===== src/rtl/btn_debounce.sv =====
module btn_debounce #(
  parameter int unsigned CLK_HZ     = 100_000_000,
  parameter int unsigned SETTLE_MS  = 20,
  parameter int unsigned WIN_CYCLES = 0
) (
  input  logic clk,
  input  logic rst_n,
  input  logic btn_raw,
  output logic btn_level,
  output logic btn_press
);

  localparam int unsigned WIN   = (WIN_CYCLES != 0) ? WIN_CYCLES : (CLK_HZ / 1000) * SETTLE_MS;
  localparam int unsigned CNT_W = (WIN > 1) ? $clog2(WIN) : 1;

  logic             meta_q, sync_q;
  logic [CNT_W-1:0] cnt_q;
  logic             differ, accept;

  assign differ = sync_q != btn_level;
  assign accept = differ && (cnt_q == CNT_W'(WIN - 1));

  always_ff @(posedge clk or negedge rst_n) begin
    if (!rst_n) begin
      meta_q <= 1'b0;
      sync_q <= 1'b0;
    end else begin
      meta_q <= btn_raw;
      sync_q <= meta_q;
    end
  end

  always_ff @(posedge clk or negedge rst_n) begin
    if (!rst_n) begin
      cnt_q     <= '0;
      btn_level <= 1'b0;
      btn_press <= 1'b0;
    end else begin
      btn_press <= accept && !btn_level;
      if (accept) begin
        cnt_q     <= '0;
        btn_level <= sync_q;
      end else if (differ) begin
        cnt_q <= cnt_q + CNT_W'(1);
      end else begin
        cnt_q <= '0;
      end
    end
  end

endmodule


===== config.mk =====
export PLATFORM = sky130hd
export DESIGN_NAME = btn_debounce
export DESIGN_NICKNAME = d
export VERILOG_FILES = /design/src/rtl/btn_debounce.sv
export SDC_FILE = /design/constraint.sdc
export NUM_CORES = 1
export LEC_CHECK = 0
export BUFFER_PORTS_ARGS = -buffer_cell sky130_fd_sc_hd__buf_2
export CAP_MARGIN = 20
export CORE_ASPECT_RATIO = 0.9
export CORE_MARGIN = 1.5
export CORE_UTILIZATION = 37
export DETAILED_ROUTE_END_ITERATION = 12
export SKIP_LAST_GASP = 1
export SYNTH_ARGS = -nofsm -noshare
export SYNTH_HDL_FRONTEND = slang
export SYNTH_SLANG_ARGS = --single-unit

===== constraint.sdc =====
create_clock -name clk -period 3.35 [get_ports clk]
set_input_delay 0.335 -clock clk [delete_from_list [all_inputs] [get_ports clk]]
set_output_delay 0.335 -clock clk [all_outputs]
set_load 0.01 [all_outputs]

; Yosys cells after proc, flatten, opt, wreduce, memory -nomap -nowiden
; Cells that the tools add are included.
[totals]
in_bits = 3
ff_bits = 25
elab_cells = 13
output_inout_bits = 2
[classes]
eq_ne = 2
n_reduce_logical = 3
n_addsub = 1
mux = 2
[ops]
columns = op, count
row1 = two-way mux 21 bit, 2
row2 = adder 21 x 1 -> 21 bit (second input constant), 1
row3 = == test 21 bit (second input constant), 1
row4 = logical AND 1 bit, 2
row5 = logical NOT 1 bit, 1
row6 = inequality test 1 bit, 1

; Logic depth before layout (Yosys ltp)
; Gate-level depths: netlist (run 1).
[depth]
depth_word = 3
ltp_mapped = 7
depth_no_buf = 5

; Worst setup path before layout (run 1)
; No wires, ideal clock.
[synth_timing]
path_type = flip-flop to flip-flop
startpoint = reg cnt_q[9]
endpoint = reg cnt_q[19]
synth_period_minus_slack_ns = 1.896
slack_ns = 1.454
arrival_ns = 1.823
path_stages_with_launch = 6
setup_ns = 0.073
n_path_buf = 1
t_required_ns = 3.277
path_cell_list = dfrtp_1 > nand4_2 > or4_1 > buf_2 > or4_4 > a21oi_2
[synth_via]
elab_chain_len = 3
elab_cells_between_ends = 5
classes_between = add/sub (1) / eq/ne (1) / mux (2) / reduce/logical (1)
[synth_rtl]
columns = element, line_no
row1 = start: declaration, 17  ; logic [CNT_W-1:0] cnt_q;
row2 = start signal: assignment, 44  ; cnt_q <= cnt_q + CNT_W'(1);
row3 = adder 21 x 1 -> 21 bit or == test 21 bit (tied branches), "44, 21"
row4 = two-way mux 21 bit or logical AND 1 bit (tied branches), "43, 21"
row5 = two-way mux 21 bit *, 40  ; if (accept) begin
; Mark *: on every way between the ends. The rest lies on a longest branch, timed or not.
; A chain may end at the register's enable or synchronous reset.

; Worst setup path after layout (run 1)
[layout_timing]
startpoint = reg cnt_q[4]
endpoint = reg cnt_q[19]
; Same word-level chain as after synthesis.

==> reports/results.ini, run 1 <==
[finish]
drive_gt1_share_pct=14.6
diodes=0
syn_to_final_growth_pct=7.72
layout.nets=128
num-fill-cells=305

[clocking]
cts_setup_buffers=0
clk_latency_ns=0.31
cts_buffers=3
htreeDepth=1
cts_max_path_buffers=2
cts_hold_buf=0
clock-sinks=25
cts_tree=done
cts_resized=0
cts_root_buf=clkbuf_4
clk_pin_slew_ns=0.13

[synthesis]
synth_edf_count=0
synthTopCellsByCount=25 x dfrtp_1, 17 x nor2_1, 8 x nand3_1, 7 x nand4_1, 7 x xnor2_1
postSynth.topFlopCell=dfrtp_1
avgSynthCellArea_sq_um=10.2
yosysTopAreaCell=dfrtp_1
syn-num-nets=122
synthTopCellsByArea=dfrtp_1 52%, nor2_1 5.3%, xnor2_1 5.1%, xor2_1 4.4%, nand4_1 3.6%
synth_warnings=0
ys_seq_elements=25
synth_top_area_share_pct=52.1
syn_area_sq_um=1200
synthCells=118
synth.most_common_cell=dfrtp_1
synth_seq_area_share_pct=52.1
synthArstFlopShare_pct=100
ys_types=32

[place]
port_buffers=4
gp_congestion=0.768
pre_cts_ws_ns=1.32
hpwl_um=1520

[timing]
worstMarginPinSlew_ns=0.549
skew_ns=0.00468
finalSetupViolations=0
min_period_ns=2.06
min_period_over_period_pct=61.6
whs_ns=-0.0127
fmax_ghz=0.485
fin_setup_tns_ns=0
finalHoldViolCount=20
drv_slew=0
slew_headroom_pct=63.4
rsz0062_at_grt=false
worst_slack_ns=1.29

[floorplan]
start_util_pct=39.1
core_sq_um=3070
rows=19
dieArea_sq_um=3590
die_h_um=57.0
io_pins=5
dieWidth_um=63.0

[job]
maxCapViolations=0

[global_routing]
globalRouteOverflowTotal=0
antenna_found_initial=0
grt_pass1_vias=833
grt_pass1_wl_um=3810
grt_use_met3_pct=1.78
grt_max_degree=26
use_met1_pct=18.5
met2_usage_pct=21.6
grtUsageTotal_pct=13.6
grt-busiest-layer=met2

[setup_path]
cp-endpoint=cnt_q[19]
reg2reg_depth=4
reg2reg_to=cnt_q[19]
crit_path_start=cnt_q[4]
ff2ff_setup_slack_ns=1.29
timing.rr.start=cnt_q[4]
start_kind=flop
worstPathRequired_ns=3.60
cp_max_fo=8
worst_ep_arrival_time_ns=2.32
crit_type=reg -> reg
endpoint_kind=flop

[route]
num_vias=875
ant_nets=0
avgViaCountPerCell=5.30
drtIter0Drc=42
drc=0
drt_wl_total_um=2150
wl_per_cell_um=13.0
firstDrtPassIters=4

[status]
status=complete, but fails checks
violations=negative hold slack

[power_and_ir_drop]
vdd_ir_drop_max_uv=160
powerDensity_nw_per_um2=356
leakage_nw=0.519

[worst_hold_path]
worst_hold_path_type=in -> async

-- power by group --
group / switching (W) / internal [W]
Clock: 0.0000860 / 0.0000464
Sequential: 0.00000380 / 0.000306
Combinational: 0.0000127 / 0.00000511
-- critical path: stages, from the launching register on --
cell and delay [ns]:
dfrtp_1 0.47, nand4_1 0.23, or4_1 0.65, or4_4 0.52, a21oi_2 0.14
-- registers in the layout, indices dropped and copies added, names as in the netlist --
register   count
btn_level      1
sync_q         1
btn_press      1
meta_q         1
cnt_q         21
-- placed cells by master, fill, tap and decap left out, types with 2 or more instances in the layout --
master / netlist / final
a21oi_1: 6 / 6
and4_1: 2 / 2
buf_2: 3 / 4
clkbuf_4: 0 / 3
dfrtp_1: 25 / 25
inv_1: 2 / 2
nand2_1: 5 / 5
nand2b_1: 2 / 2
nand3_1: 8 / 8
nand4_1: 7 / 7
nor2_1: 17 / 17
nor3_1: 3 / 3
nor4_1: 2 / 2
o21ai_0: 3 / 3
o31ai_1: 3 / 2
or3_1: 2 / 2
xnor2_1: 7 / 7
xor2_1: 6 / 6
-- logic make-up after synthesis --
kind of cell / share of synthesized area (%)
mux: 0.938
simple gates: 27.1
xor+xnor: 9.49
fa+ha+maj: 1.04
compound gates: 7.09
buf+inv: 2.19
flops: 52.1
-- routing by layer --
layer	share of wire (%)	vias to the layer above
met3	1.6	2
li1	-	432
met2	47	9
met1	50	432
met5	0	-
met4	1.3	0
-- per-stage QoR --
| stage | total power [W] | util (%) | instances | hold slack, ns | cell area [sq um] |
|---|---|---|---|---|---|
| after detailed placement | 0.000334 | 41.3 | 161 | 0.336 | 1270 |
| after CTS | 0.000467 | 42.1 | 165 | 0.00492 | 1290 |
| final | 0.000460 | 42.1 | 165 | -0.0127 | 1290 |
| after floorplan | 0.000324 | - | 118 | 0.0394 | 1200 |
| after global routing | 0.000479 | 42.1 | 165 | 0.0280 | 1290 |
| after global placement | 0.000334 | 41.3 | 161 | 0.336 | 1270 |
-- worst min path at each step --
stage | from | end | cells past startpoint | slack, ns
floorplan | rst_n | btn_level | 0 | 0.04
global placement | meta_q | sync_q | 0 | 0.34
detailed placement | meta_q | sync_q | 0 | 0.34
CTS | rst_n | cnt_q[11] | 1 | 0.005
global route | rst_n | cnt_q[0] | 1 | 0.03
finish | rst_n | cnt_q[3] | 1 | -0.01
-- layout make-up --
| cell class | instances | area [sq um] | area share, % |
|---|---|---|---|
| tap | 42 | 52.6 | 4.07 |
| multi-input combinational | 87 | 553 | 42.8 |
| clock buffer | 4 | 26.3 | 2.03 |
| timing repair buffer | 5 | 27.5 | 2.13 |
| inverter | 2 | 7.51 | 0.581 |
| sequential | 25 | 626 | 48.4 |
Power figures use the tool's default switching activity.
==> inputs of run 2 (changes only) <==
- ABC_AREA: default -> 1
- clock period: 3.35 -> 1.8 ns (I/O delays scaled with it)
==> reports/results.ini, run 2 <==
[clocking]
htreeDepth=1  ; unchanged
cts_tree=done
clk_latency_ns=0.28  ; -0.03 ns
clk_pin_slew_ns=0.09  ; -0.04 ns
clock-sinks=25  ; unchanged
cts_root_buf=clkbuf_8
cts_resized=0  ; unchanged
cts_setup_buffers=0  ; unchanged
cts_buffers=3  ; unchanged
cts_max_path_buffers=2  ; unchanged

[setup_path]
crit_path_cell_trace=ha_1, nand2_2, nor2_4, nand2_2, nor2_4, nand2_2, nand2_4, nor2_2
worstPathRequired_ns=1.97  ; -1.63 ns
reg2reg_depth=8  ; +4
ff2ff_setup_slack_ns=0.37  ; -0.92 ns
start_kind=flop
cp_top_family=simple AND/OR/NAND/NOR gates
timing.rr.start=cnt_q[0]
endpoint_kind=flop
crit_path_start=cnt_q[0]
crit_path_max_incr_delay_ns=0.40  ; -0.25 ns
reg2reg_to=cnt_q[15]
cp_num_buf_inv=0  ; unchanged
cp_max_fo=7  ; -1
cp_slowest_cell=dfrtp_1
worst_ep_arrival_time_ns=1.61  ; -0.71 ns
crit_type=reg -> reg
cp_common_cell=nand2_2

[floorplan]
dieArea_sq_um=4360  ; +21%
io_pins=5  ; unchanged
dieWidth_um=69.5  ; +10%
core_sq_um=3760  ; +23%
start_util_pct=39.2  ; about the same
rows=21  ; +2
die_h_um=62.8  ; +10%

[synthesis]
synth_seq_area_share_pct=42.5  ; -9.6 points
syn_area_sq_um=1470  ; +23%
yosysTopAreaCell=dfrtp_1
synth_edf_count=0  ; unchanged
synth_warnings=0  ; unchanged
synthTopCellsByArea=dfrtp_1 43%, nand2_1 13%, nor2_1 6.6%, nand3_1 6.1%, inv_1 6.1%
synth_xor_xnor_area_share_pct=3.57  ; -5.9 points
ys_types=20  ; -38%
synth_top_family_by_area=simple AND/OR/NAND/NOR gates
synthMuxAreaShare_pct=0  ; -0.94 points
synth_compound_area_share_pct=3.06  ; -4.0 points
synth.most_common_cell=nand2_1
yosys.area_share.simple_pct=43.0  ; +16 points
synthCells=193  ; +64%
synth_fa_ha_area_share_pct=0.850  ; -0.19 points
ys_seq_elements=25  ; unchanged
avgSynthCellArea_sq_um=7.62  ; -25%
synthTopCellsByCount=51 x nand2_1, 26 x nor2_1, 25 x dfrtp_1, 24 x inv_1, 18 x nand3_1
synthArstFlopShare_pct=100  ; unchanged
synth_top_area_share_pct=42.5  ; -9.6 points
postSynth.topFlopCell=dfrtp_1
syn-num-nets=197  ; +61%

[place]
port_buffers=4  ; unchanged
dpl_cell_area_sq_um=1550  ; +23%
gp_congestion=0.831  ; +8.2%
hpwl_um=2090  ; +37%

[route]
wl_met1_um=1510  ; +41%
wl_met3_um=124  ; +250%
drc=0  ; unchanged
wl_met2_um=1110  ; +9.6%
ant_nets=0  ; unchanged
highest_layer=met4
wl_per_cell_um=11.2  ; -14%
avgViaCountPerCell=4.58  ; -14%
drtIter0Drc=38  ; -9.5%
drt_wl_total_um=2790  ; +30%
num_vias=1140  ; +30%
firstDrtPassIters=4  ; unchanged

[global_routing]
grt_pass1_vias=1050  ; +26%
globalRouteOverflowTotal=0  ; unchanged
antenna_found_initial=0  ; unchanged
grtUsageTotal_pct=14.1  ; +0.56 points
grt_pass1_wl_um=4890  ; +28%
grt_max_degree=26  ; unchanged

[timing]
min_period_ns=1.43  ; -0.631 ns
skew_ns=0.00436  ; -0.000313 ns
fin_setup_tns_ns=0  ; unchanged
min_period_over_period_pct=79.6  ; +18 points
fmax_ghz=0.698  ; +44%
rsz0062_at_grt=false
finalHoldViolCount=0  ; -100%
slew_headroom_pct=63.3  ; -0.14 points
worstMarginPinSlew_ns=0.551  ; +0.00205 ns
drv_slew=0  ; unchanged
finalSetupViolations=0  ; unchanged

[finish]
final_cell_mix=51 x nand2_1, 26 x nor2_1, 25 x dfrtp_1
drive_gt1_share_pct=18.7  ; +4.1 points
regMostFlops=cnt_q
largest_reg_flops=21  ; unchanged
num-fill-cells=392  ; +29%
layout.nets=208  ; +63%
syn_to_final_growth_pct=10.1
final_common_cell=nand2_1
diodes=0  ; unchanged
final_cell_area_sq_um=1620  ; +25%

[power_and_ir_drop]
p_sw_w=0.000228  ; +120%
p_int_w=0.000739  ; +110%
vdd_ir_drop_max_uv=416  ; +160%
seq_power_share_pct=59.4  ; -7.9 points
leakage_nw=0.760  ; +46%
p_sw_share_pct=23.6  ; +1.3 points
clkPwrFrac_pct=36.3  ; +7.5 points
p_comb_share_pct=4.3  ; +0.4 points
powerDensity_nw_per_um2=597  ; +68%

[job]
maxCapViolations=0  ; unchanged

[worst_hold_path]
hold_depth=0
min_to=sync_q
min-delay-start=meta_q
worst_hold_path_type=reg -> reg

[status]
status=complete, no violations

run 2: changes by cell type in the layout (fill, tap and decap cells not counted), sizes merged, moves of 6 or more:
cell | before | now
nand3 | 8 | 18
a21oi | 7 | 1
nand4 | 8 | 2
inv | 2 | 26
nor2 | 17 | 44
nand2 | 5 | 60
run 2: worst max-delay path by stage:
| stage | to | depth (start not counted) |
|---|---|---|
| global route | cnt_q[15] | 8 |
| CTS | cnt_q[15] | 8 |
| detailed placement | cnt_q[15] | 8 |
| floorplan | cnt_q[15] | 8 |
| global placement | cnt_q[19] | 8 |
| finish | cnt_q[15] | 8 |
run 2: area by class of cell:
type / count / area (sq um) / area share, %
well taps: 46 / 57.6 / 3.55
inverters: 26 / 97.6 / 6.02
clock inverters: 1 / 7.51 / 0.463
flip-flops and latches: 25 / 626 / 38.6
clock buffers: 3 / 41.3 / 2.55
multi-input cells: 141 / 743 / 45.9
repair buffers: 7 / 47.5 / 2.93
run 2: power groups by stage:
| stage | sequential [W] | clock, W | combinational, W |
|---|---|---|---|
| after floorplan | 0.000585 | 0 | 0.0000208 |
| after global placement | 0.000586 | 0 | 0.0000401 |
| after detailed placement | 0.000586 | 0 | 0.0000408 |
| after CTS | 0.000575 | 0.000364 | 0.0000440 |
| after global routing | 0.000576 | 0.000388 | 0.0000485 |
| final | 0.000575 | 0.000351 | 0.0000418 |
run 2: kinds of logic after synthesis:
group / count (synthesis)
buffers and inverters: 27
AOI/OAI and AO/OA: 7
xor gates and xnor gates: 6
DFF: 25
and+or+nand+nor: 127
adders and majority gates: 1
run 2: through the flow:
stage | power (W) | utilization [%] | hold slack, ns | instances | worst slack, ns
2_1_floorplan | 0.000606 | - | -0.116 | 193 | 0.524
3_3_place_gp | 0.000626 | 41.3 | 0.216 | 243 | 0.380
3_5_place_dp | 0.000627 | 41.3 | 0.216 | 243 | 0.382
4_1_cts | 0.000983 | 43.1 | 0.362 | 249 | 0.354
5_1_grt | 0.00101 | 43.1 | 0.367 | 249 | 0.252
6_report | 0.000968 | 43.1 | 0.357 | 249 | 0.368
run 2: what timing repair did:
| action | CTS | global route |
|---|---|---|
| setup endpoints to repair | 0 | 0 |
| hold buffers | 2 | 0 |
| endpoints found under the hold margin | 26 | 0 |
run 2: layer usage:
metal | vias up | global-route usage [%]
met1 | 504 | 21.5
met4 | 0 | 5.15
met3 | 4 | 2.42
li1 | 610 | -
met5 | - | 0
met2 | 22 | 19.8
==> inputs of run 3 (changes only) <==
- clock period: 1.8 -> 1.5 ns (I/O delays scaled with it)
==> reports/results.ini, run 3 (synthesis gave the netlist of run 2 again) <==
[place]
hpwl_um=2130  ; +1.9%
port_buffers=4  ; unchanged
dpl_cell_area_sq_um=1570  ; +0.97%
gp_congestion=0.792  ; -4.7%

[power_and_ir_drop]
p_sw_w=0.000293  ; +28%
p_int_w=0.000897  ; +21%
vdd_ir_drop_max_uv=456  ; +9.5%
p_sw_share_pct=24.6  ; +1.0 points
clkPwrFrac_pct=37.5  ; +1.2 points
p_comb_share_pct=4.6  ; +0.3 points
seq_power_share_pct=57.9  ; -1.5 points
powerDensity_nw_per_um2=726  ; +22%
total_power_w=0.00119  ; +23%
leakage_nw=0.774  ; +1.7%

[worst_hold_path]
min-delay-start=meta_q
worst_hold_path_type=reg -> reg
min_to=sync_q
hold_depth=0  ; unchanged

[setup_path]
start_kind=flop
crit_path_cell_trace=ha_1, nand2_2, nor2_4, nand2_2, nor2_4, nand2_2, nand2_4, nor2_2
crit_path_max_incr_delay_ns=0.37  ; -0.03 ns
cp_common_cell=nand2_2
timing.rr.start=cnt_q[1]
reg2reg_to=cnt_q[18]
cp_max_fo=7  ; unchanged
reg2reg_depth=8  ; unchanged
worst_ep_arrival_time_ns=1.58  ; -0.03 ns
cp_slowest_cell=dfrtp_1
endpoint_kind=flop
ff2ff_setup_slack_ns=0.10  ; -0.27 ns
crit_type=reg -> reg
worstPathRequired_ns=1.68  ; -0.29 ns

[route]
firstDrtPassIters=4  ; unchanged
avgViaCountPerCell=4.49  ; -2.0%
ant_nets=0  ; unchanged
wl_per_cell_um=11.0  ; -1.5%
num_vias=1126  ; -1.2%
drc=0  ; unchanged
drtIter0Drc=39  ; +2.6%
drt_wl_total_um=2770  ; -0.68%

[clocking]
cts_setup_buffers=0  ; unchanged
cts_max_path_buffers=2  ; unchanged
clk_pin_slew_ns=0.10  ; about the same
cts_tree=done
cts_buffers=3  ; unchanged
htreeDepth=1  ; unchanged
clock-sinks=25  ; unchanged
cts_root_buf=clkbuf_8
clk_latency_ns=0.28  ; about the same

[timing]
min_period_ns=1.40  ; -0.0345 ns
worstMarginPinSlew_ns=0.552  ; +0.000464 ns
fin_setup_tns_ns=0  ; unchanged
rsz0062_at_grt=false
min_period_over_period_pct=93.2  ; +14 points
finalHoldViolCount=0  ; unchanged
slew_headroom_pct=63.2  ; about the same
whs_ns=0.360  ; +0.00261 ns
finalSetupViolations=0  ; unchanged
skew_ns=0.00212  ; -0.00225 ns
fmax_ghz=0.715  ; +2.5%
drv_slew=0  ; unchanged

[global_routing]
globalRouteOverflowTotal=0  ; unchanged
grt_pass1_vias=1118  ; +6.5%
grtUsageTotal_pct=14.2  ; +0.10 points
grt_pass1_wl_um=5010  ; +2.4%
antenna_found_initial=0  ; unchanged
grt_max_degree=26  ; unchanged

[floorplan]
rows=21  ; unchanged
start_util_pct=39.2  ; unchanged
core_sq_um=3760  ; unchanged
dieWidth_um=69.5  ; unchanged
die_h_um=62.8  ; unchanged
io_pins=5  ; unchanged
dieArea_sq_um=4360  ; unchanged

[finish]
fin_util_pct=43.6  ; +0.47 points
largest_reg_flops=21  ; unchanged
regMostFlops=cnt_q
final_cell_area_sq_um=1640  ; +1.1%
layout.nets=210  ; +0.96%
drive_gt1_share_pct=20.0  ; +1.3 points
diodes=0  ; unchanged
final_common_cell=nand2_1
final_cell_mix=51 x nand2_1, 26 x nor2_1, 24 x inv_1, 24 x dfrtp_1, 18 x nand3_1
syn_to_final_growth_pct=11.3

[job]
maxCapViolations=0  ; unchanged

[status]
status=complete, no violations

-- run 3: worst max path at each step --
stage	startpoint	end	slack, ns	cells past startpoint
finish	cnt_q[1]	cnt_q[18]	0.10	8
CTS	cnt_q[1]	cnt_q[15]	0.09	8
global route	cnt_q[13]	cnt_q[19]	0.005	8
global placement	cnt_q[1]	cnt_q[19]	0.13	8
detailed placement	cnt_q[1]	cnt_q[18]	0.11	8
floorplan	cnt_q[0]	cnt_q[15]	0.22	8
-- run 3: power groups by stage --
| stage | Sequential, W | Clock [W] | Combinational [W] |
|---|---|---|---|
| 2_1_floorplan | 0.000702 | 0 | 0.0000249 |
| 3_3_place_gp | 0.000702 | 0 | 0.0000525 |
| 3_5_place_dp | 0.000702 | 0 | 0.0000529 |
| 4_1_cts | 0.000689 | 0.000462 | 0.0000571 |
| 5_1_grt | 0.000690 | 0.000482 | 0.0000637 |
| 6_report | 0.000689 | 0.000446 | 0.0000547 |
-- run 3: per-stage QoR --
stage,std cells,setup slack [ns]
3_5_place_dp,245,0.111
2_1_floorplan,193,0.224
3_3_place_gp,245,0.127
6_report,251,0.102
5_1_grt,251,0.00498
4_1_cts,251,0.0914
-- run 3: critical path, delay by kind of cell (launching register included) --
family                   cells  cell delay [ns]
adder cells (fa/ha/maj)      1             0.18
AND/OR/NAND/NOR              7             0.73
flip-flops                   1             0.37
-- run 3: routing by layer --
metal  vias to the layer above  global-route usage, %  part of all wire [%]
li1                        614                      -                     -
met1                       495                   21.2                    56
met2                        13                   20.9                    41
met3                         4                   1.94                   2.3
met4                         0                   5.15                   1.2
met5                         -                      0                     0
-- run 3: layout make-up --
| type | count | area, sq um |
|---|---|---|
| fillers | 384 | 2120 |
| multi-input cells | 141 | 743 |
| inverters | 26 | 97.6 |
| well taps | 46 | 57.6 |
| clock buffers | 3 | 41.3 |
| clock inverters | 1 | 8.76 |
| flip-flops and latches | 25 | 627 |
| repair buffers | 9 | 62.6 |
-- run 3: timing repair --
| item | in CTS | in global routing |
|---|---|---|
| setup endpoints to repair | 0 | 2 |
| resized for setup | 0 | 1 |
| hold endpoints to repair | 26 | 0 |
| hold buffers | 2 | 0 |
